--- src/rtl/spb_pkg.sv ---
package spb_pkg;

  typedef enum logic [1:0] {
    ST_IDLE  = 2'd0,
    ST_FETCH = 2'd1,
    ST_HOLD  = 2'd2,
    ST_BERR  = 2'd3
  } spb_state_e;

  // Map the sign-extended alias (top byte all ones) onto the zero-based form.
  function automatic logic [31:0] fold_alias(input logic [31:0] a);
    logic [31:0] r;
    r = a;
    if (a[31:24] == 8'hFF) r[31:24] = 8'h00;
    return r;
  endfunction

  // Clear one active-low status bit when the foreign interrupt is active.
  function automatic logic [7:0] splice_irq(input logic [7:0] raw,
                                            input logic irq,
                                            input int unsigned pos);
    logic [7:0] r;
    r = raw;
    r[pos] = raw[pos] & ~irq;
    return r;
  endfunction

endpackage

--- src/rtl/spb_sync.sv ---
module spb_sync #(
  parameter int STAGES = 2
) (
  input  logic clk,
  input  logic rst_n,
  input  logic d_async,
  output logic q_sync
);
  logic [STAGES-1:0] chain;

  generate
    for (genvar i = 0; i < STAGES; i++) begin : g_stage
      if (i == 0) begin : g_first
        always_ff @(posedge clk or negedge rst_n)
          if (!rst_n) chain[0] <= 1'b0;
          else        chain[0] <= d_async;
      end else begin : g_next
        always_ff @(posedge clk or negedge rst_n)
          if (!rst_n) chain[i] <= 1'b0;
          else        chain[i] <= chain[i-1];
      end
    end
  endgenerate

  assign q_sync = chain[STAGES-1];
endmodule

--- src/rtl/spb_decode.sv ---
module spb_decode
  import spb_pkg::*;
#(
  parameter logic [31:0] MATCH_ADDR = 32'h00FF_FA01
) (
  input  logic [31:0] addr,
  input  logic        rw,
  output logic        hit
);
  always_comb hit = rw && (fold_alias(addr) == MATCH_ADDR);
endmodule

--- src/rtl/spb_seq.sv ---
module spb_seq
  import spb_pkg::*;
#(
  parameter int          TMO_CYC   = 16,
  parameter int          BYTE_W    = 8,
  parameter int unsigned PATCH_BIT = 5
) (
  input  logic              clk,
  input  logic              rst_n,
  input  logic              as_n,
  input  logic              hit,
  input  logic              dtack_n,
  input  logic [BYTE_W-1:0] old_data,
  input  logic              irq_sync,
  output spb_state_e        state,
  output logic [BYTE_W-1:0] cap_byte,
  output logic              irq_cap,
  output logic              ev_capture,
  output logic              ev_timeout
);
  localparam int CNT_W = (TMO_CYC > 2) ? $clog2(TMO_CYC) : 1;
  localparam logic [CNT_W-1:0] CNT_LAST = CNT_W'(TMO_CYC - 1);

  logic [CNT_W-1:0] cnt;

  assign ev_capture = (state == ST_FETCH) && !as_n && !dtack_n;
  assign ev_timeout = (state == ST_FETCH) && !as_n && dtack_n && (cnt == CNT_LAST);

  always_ff @(posedge clk or negedge rst_n) begin
    if (!rst_n) begin
      state    <= ST_IDLE;
      cnt      <= '0;
      cap_byte <= '0;
      irq_cap  <= 1'b0;
    end else begin
      unique case (state)
        ST_IDLE: begin
          cnt <= '0;
          if (!as_n && hit) state <= ST_FETCH;
        end
        ST_FETCH: begin
          if (as_n) begin
            state <= ST_IDLE;
          end else if (ev_capture) begin
            state    <= ST_HOLD;
            cap_byte <= splice_irq(old_data, irq_sync, PATCH_BIT);
            irq_cap  <= irq_sync;
          end else if (ev_timeout) begin
            state <= ST_BERR;
          end else begin
            cnt <= cnt + 1'b1;
          end
        end
        ST_HOLD, ST_BERR: begin
          if (as_n) state <= ST_IDLE;
        end
        default: state <= ST_IDLE;
      endcase
    end
  end
endmodule

--- src/rtl/stat_patch_bridge.sv ---
module stat_patch_bridge
  import spb_pkg::*;
#(
  parameter logic [31:0] MATCH_ADDR = 32'h00FF_FA01,
  parameter int          TMO_CYC    = 16,
  parameter int          DATA_W     = 32,
  parameter int          BYTE_W     = 8,
  parameter int unsigned PATCH_BIT  = 5,
  parameter int          SYNC_STG   = 2
) (
  input  logic              clk,
  input  logic              rst_n,
  input  logic              cpu_as_n,
  input  logic              cpu_rw,
  input  logic [31:0]       cpu_addr,
  output logic [1:0]        cpu_dsack_n,
  output logic              cpu_berr_n,
  output logic              cpu_data_oe,
  output logic [DATA_W-1:0] cpu_data_o,
  output logic              obus_en,
  input  logic              obus_dtack_n,
  input  logic [BYTE_W-1:0] obus_data,
  input  logic              ide_irq
);
  localparam int LOW_W = DATA_W - BYTE_W;
  localparam logic [1:0] ACK_NONE  = 2'b11;
  localparam logic [1:0] ACK_PORT8 = 2'b10;

  logic              hit;
  logic              irq_sync;
  logic              irq_cap;
  logic              ev_capture;
  logic              ev_timeout;
  logic              pass_cyc;
  spb_state_e        state;
  logic [BYTE_W-1:0] cap_byte;

  spb_sync #(.STAGES(SYNC_STG)) u_sync (
    .clk(clk), .rst_n(rst_n), .d_async(ide_irq), .q_sync(irq_sync)
  );

  spb_decode #(.MATCH_ADDR(MATCH_ADDR)) u_decode (
    .addr(cpu_addr), .rw(cpu_rw), .hit(hit)
  );

  spb_seq #(.TMO_CYC(TMO_CYC), .BYTE_W(BYTE_W), .PATCH_BIT(PATCH_BIT)) u_seq (
    .clk(clk), .rst_n(rst_n), .as_n(cpu_as_n), .hit(hit),
    .dtack_n(obus_dtack_n), .old_data(obus_data), .irq_sync(irq_sync),
    .state(state), .cap_byte(cap_byte), .irq_cap(irq_cap),
    .ev_capture(ev_capture), .ev_timeout(ev_timeout)
  );

  assign pass_cyc = (state == ST_IDLE) && !cpu_as_n && !hit;

  always_comb begin
    obus_en     = pass_cyc || (state == ST_FETCH);
    cpu_berr_n  = (state != ST_BERR);
    cpu_data_oe = (state == ST_HOLD);
    if (pass_cyc)               cpu_dsack_n = {1'b1, obus_dtack_n};
    else if (state == ST_HOLD)  cpu_dsack_n = ACK_PORT8;
    else                        cpu_dsack_n = ACK_NONE;
    cpu_data_o = cpu_data_oe ? {cap_byte, {LOW_W{1'b0}}} : '0;
  end
endmodule

--- config.mk ---
export PLATFORM = sky130hd
export DESIGN_NAME = stat_patch_bridge
export DESIGN_NICKNAME = d
export VERILOG_FILES = /design/src/rtl/spb_pkg.sv /design/src/rtl/spb_sync.sv /design/src/rtl/spb_decode.sv /design/src/rtl/spb_seq.sv /design/src/rtl/stat_patch_bridge.sv
export SDC_FILE = /design/constraint.sdc
export NUM_CORES = 1
export LEC_CHECK = 0
export BUFFER_PORTS_ARGS = -buffer_cell sky130_fd_sc_hd__buf_2
export CAP_MARGIN = 30
export CORE_MARGIN = 8
export CORE_UTILIZATION = 43
export CTS_CLUSTER_SIZE = 16
export DETAILED_ROUTE_END_ITERATION = 10
export GPL_TIMING_DRIVEN = 0
export PLACE_DENSITY_LB_ADDON = 0.12
export SLEW_MARGIN = 20
export SYNTH_ARGS = -nofsm -noshare
export SYNTH_HDL_FRONTEND = slang
export SYNTH_SLANG_ARGS = --single-unit
--- constraint.sdc ---
create_clock -name clk -period 2.8 [get_ports clk]
set_input_delay 0.42 -clock clk [delete_from_list [all_inputs] [get_ports clk]]
set_output_delay 0.42 -clock clk [all_outputs]
set_load 0.005 [all_outputs]
==> impl_metrics.ini <==
[outcome]
run_status = finished clean

[yosys]
synth_top_area_share = 0.362
ys_warn_count = 0
synth-simple-area-share = 0.263
yosysTopAreaCell = dfrtp_1
synth.area.top_cells = dfrtp_1, buf_4, mux2_2, and2_1, nand4_1
synthMuxAreaShare = 0.0712
synthCells = 115
synth_compound_area_frac = 0.0983
ys_types = 35
avgSynthCellArea_sq_um = 9.63
synth-xor-area-share = 0
synth_top_family_by_area = simple AND/OR/NAND/NOR gates
ys_ff_latch = 16
synth_fa_ha_area_frac = 0.0113
syn_area_sq_um = 1110
yosysSeqAreaShare = 0.362

[worst_setup_path]
r2r-end = u_seq.cap_byte[1]
startpoint = cpu_addr[2]
path_class = in -> out
cp.required_ns = 2.38
endpoint = cpu_dsack_n[0]
cp_max_fo = 3
cp-end-kind = primary output
reg2reg_depth = 3
reg2reg_slack_ns = 1.14
worst-endpoint-arrival_ns = 1.76
start_kind = input pin
timing.rr.start = u_seq.state[1]

[die]
die_w_microns = 66.7
boundaryPins = 83
die-area_sq_um = 4450
initial_core_util = 0.451
die_h_microns = 66.7
rows = 18
core_area_sq_um = 2450

[timing]
slew_violations = 0
fmax_mhz = 459
setup_viol = 0
finClkSkew_ns = 0.00113
period_share = 0.779
final_hold_viol_count = 0
finalSetupTns_ns = 0
rsz0062_at_grt = false
max-slew-margin-rel = 0.564
min_period_ns = 2.18
tightest_slew_ns = 0.651

[clock_network]
postCtsSetupBuffers = 0
cts_resized = 0
clockBufferDepth = 2
h-tree-depth = 1
cts_buffers = 3
worstSkewPairLatency_ns = 0.28
cts_tree = yes
root_buffer = clkbuf_4
holdBufCountCts = 0
clk_pin_slew_worst_paths_ns = 0.09
cts_sinks = 16

[power_and_ir_drop]
p_leak_nw = 0.868
power.density_nw_per_um2 = 311
max-vdd-ir-drop_uv = 241

[global_routing]
grt_max_degree = 17
grt_pass1_wl_microns = 4760
grt_usage = 0.136
gr-total-overflow = 0
first_global_vias = 1167
antenna_found_initial = 0

[finish]
design_area_sq_um = 1550
fillers = 231
layout_common_cells = buf_2, buf_4, conb_1
layout.nets = 247
n_antenna_cell = 0
multiInputGateArea_sq_um = 586
drive_gt1_frac = 0.508
regArea_sq_um = 400
synthToLayoutAreaGrowth_pct = 40.2
final_common_cell = buf_2

[drt]
remaining_drc_errors = 0
ant_nets = 0
dr_total_vias = 1068
drt-initial-drc-count = 12
dr.pass1.iters = 4
wl_per_cell_microns = 12.8
totalWireLength_microns = 2920
viasPerCell = 4.66

[min_path]
holdCritPathClass = in -> async

[place]
port_buffers = 57
place.gp.congestion = 0.719
dp_hpwl_microns = 2590
place_area_sq_um = 1520

[run]
maxCapViolCount = 0
==> how the worst min path moves through the flow <==
stage	start	end	slack, ns	depth (start not counted)
after CTS	rst_n	u_seq.state[1]	0.04	1
final	rst_n	u_seq.cap_byte[4]	0.03	1
after floorplan	rst_n	u_seq.cap_byte[0]	0.12	0
after global placement	u_sync.chain[0]	u_sync.q_sync	0.34	0
after global routing	rst_n	u_sync.chain[0]	0.03	1
after detailed placement	u_sync.chain[0]	u_sync.q_sync	0.34	0
==> state kept, by name (all words and copies together) (netlist names) <==
name	count
u_seq.cap_byte	8
u_seq.cnt	4
u_seq.state	2
u_sync.chain	1
u_sync.q_sync	1
==> per-layer routing <==
metal,vias to the layer above,global-route usage,routed length [microns]
met5,-,0,0
met4,0,0.0667,48
met3,4,0.0705,482
met2,69,0.241,1360
met1,464,0.123,1030
li1,531,-,-
==> power breakdown <==
part           internal, mW  switching [mW]  total, mW
Combinational        0.0552          0.0368     0.0919
Sequential            0.239         0.00283      0.242
Clock                0.0791          0.0704      0.150
==> area by class of cell <==
| class | count | area share |
|---|---|---|
| clock buffers | 4 | 0.0234 |
| flip-flops and latches | 16 | 0.258 |
| well taps | 30 | 0.0242 |
| multi-input cells | 92 | 0.377 |
| plain buffers | 28 | 0.129 |
| inverters | 2 | 0.00483 |
| repair buffers | 57 | 0.184 |
==> worst max-delay path, stage by stage <==
cell and delay, ns:
buf_2 0.10, nor4b_2 0.29, nand4_1 0.12, or4_4 0.45, o311ai_2 0.22, buf_2 0.16
==> Yosys cell counts, drive strengths merged <==
cell,count
nor4,3
o21bai,1
a211o,2
nor4b,1
o41ai,1
nand3b,2
and2,9
nand2b,2
o311ai,1
or4,2
o31a,1
and3,1
and4bb,2
ha,1
a22o,1
nand2,4
nor2,5
o31ai,1
clkbuf,2
or3,2
nand4,5
mux2,7
o221ai,1
a21oi,3
dfrtp,16
conb,2
nor2b,1
o21ai,1
nand3,5
buf,26
inv,2
nor3,2
==> metrics by stage <==
stage	hold WS [ns]	worst slack [ns]	std cells	total power [mW]	utilization
final	0.0298	0.620	229	0.483	0.633
after global routing	0.0335	0.525	229	0.518	0.633
after CTS	0.0365	0.601	229	0.489	0.633
after detailed placement	0.342	0.606	225	0.337	0.618
after global placement	0.337	0.653	225	0.334	0.618
after floorplan	0.124	0.920	138	0.294	-
==> cell families after synthesis <==
| logic type | after synthesis |
|---|---|
| AO/OA/AOI/OAI | 13 |
| adder cells (fa/ha/maj) | 1 |
| buffers and inverters | 30 |
| flip-flops | 16 |
| multiplexers | 7 |
| other | 2 |
| AND/OR/NAND/NOR | 46 |
No activity file was read; power rests on OpenSTA's default activity.
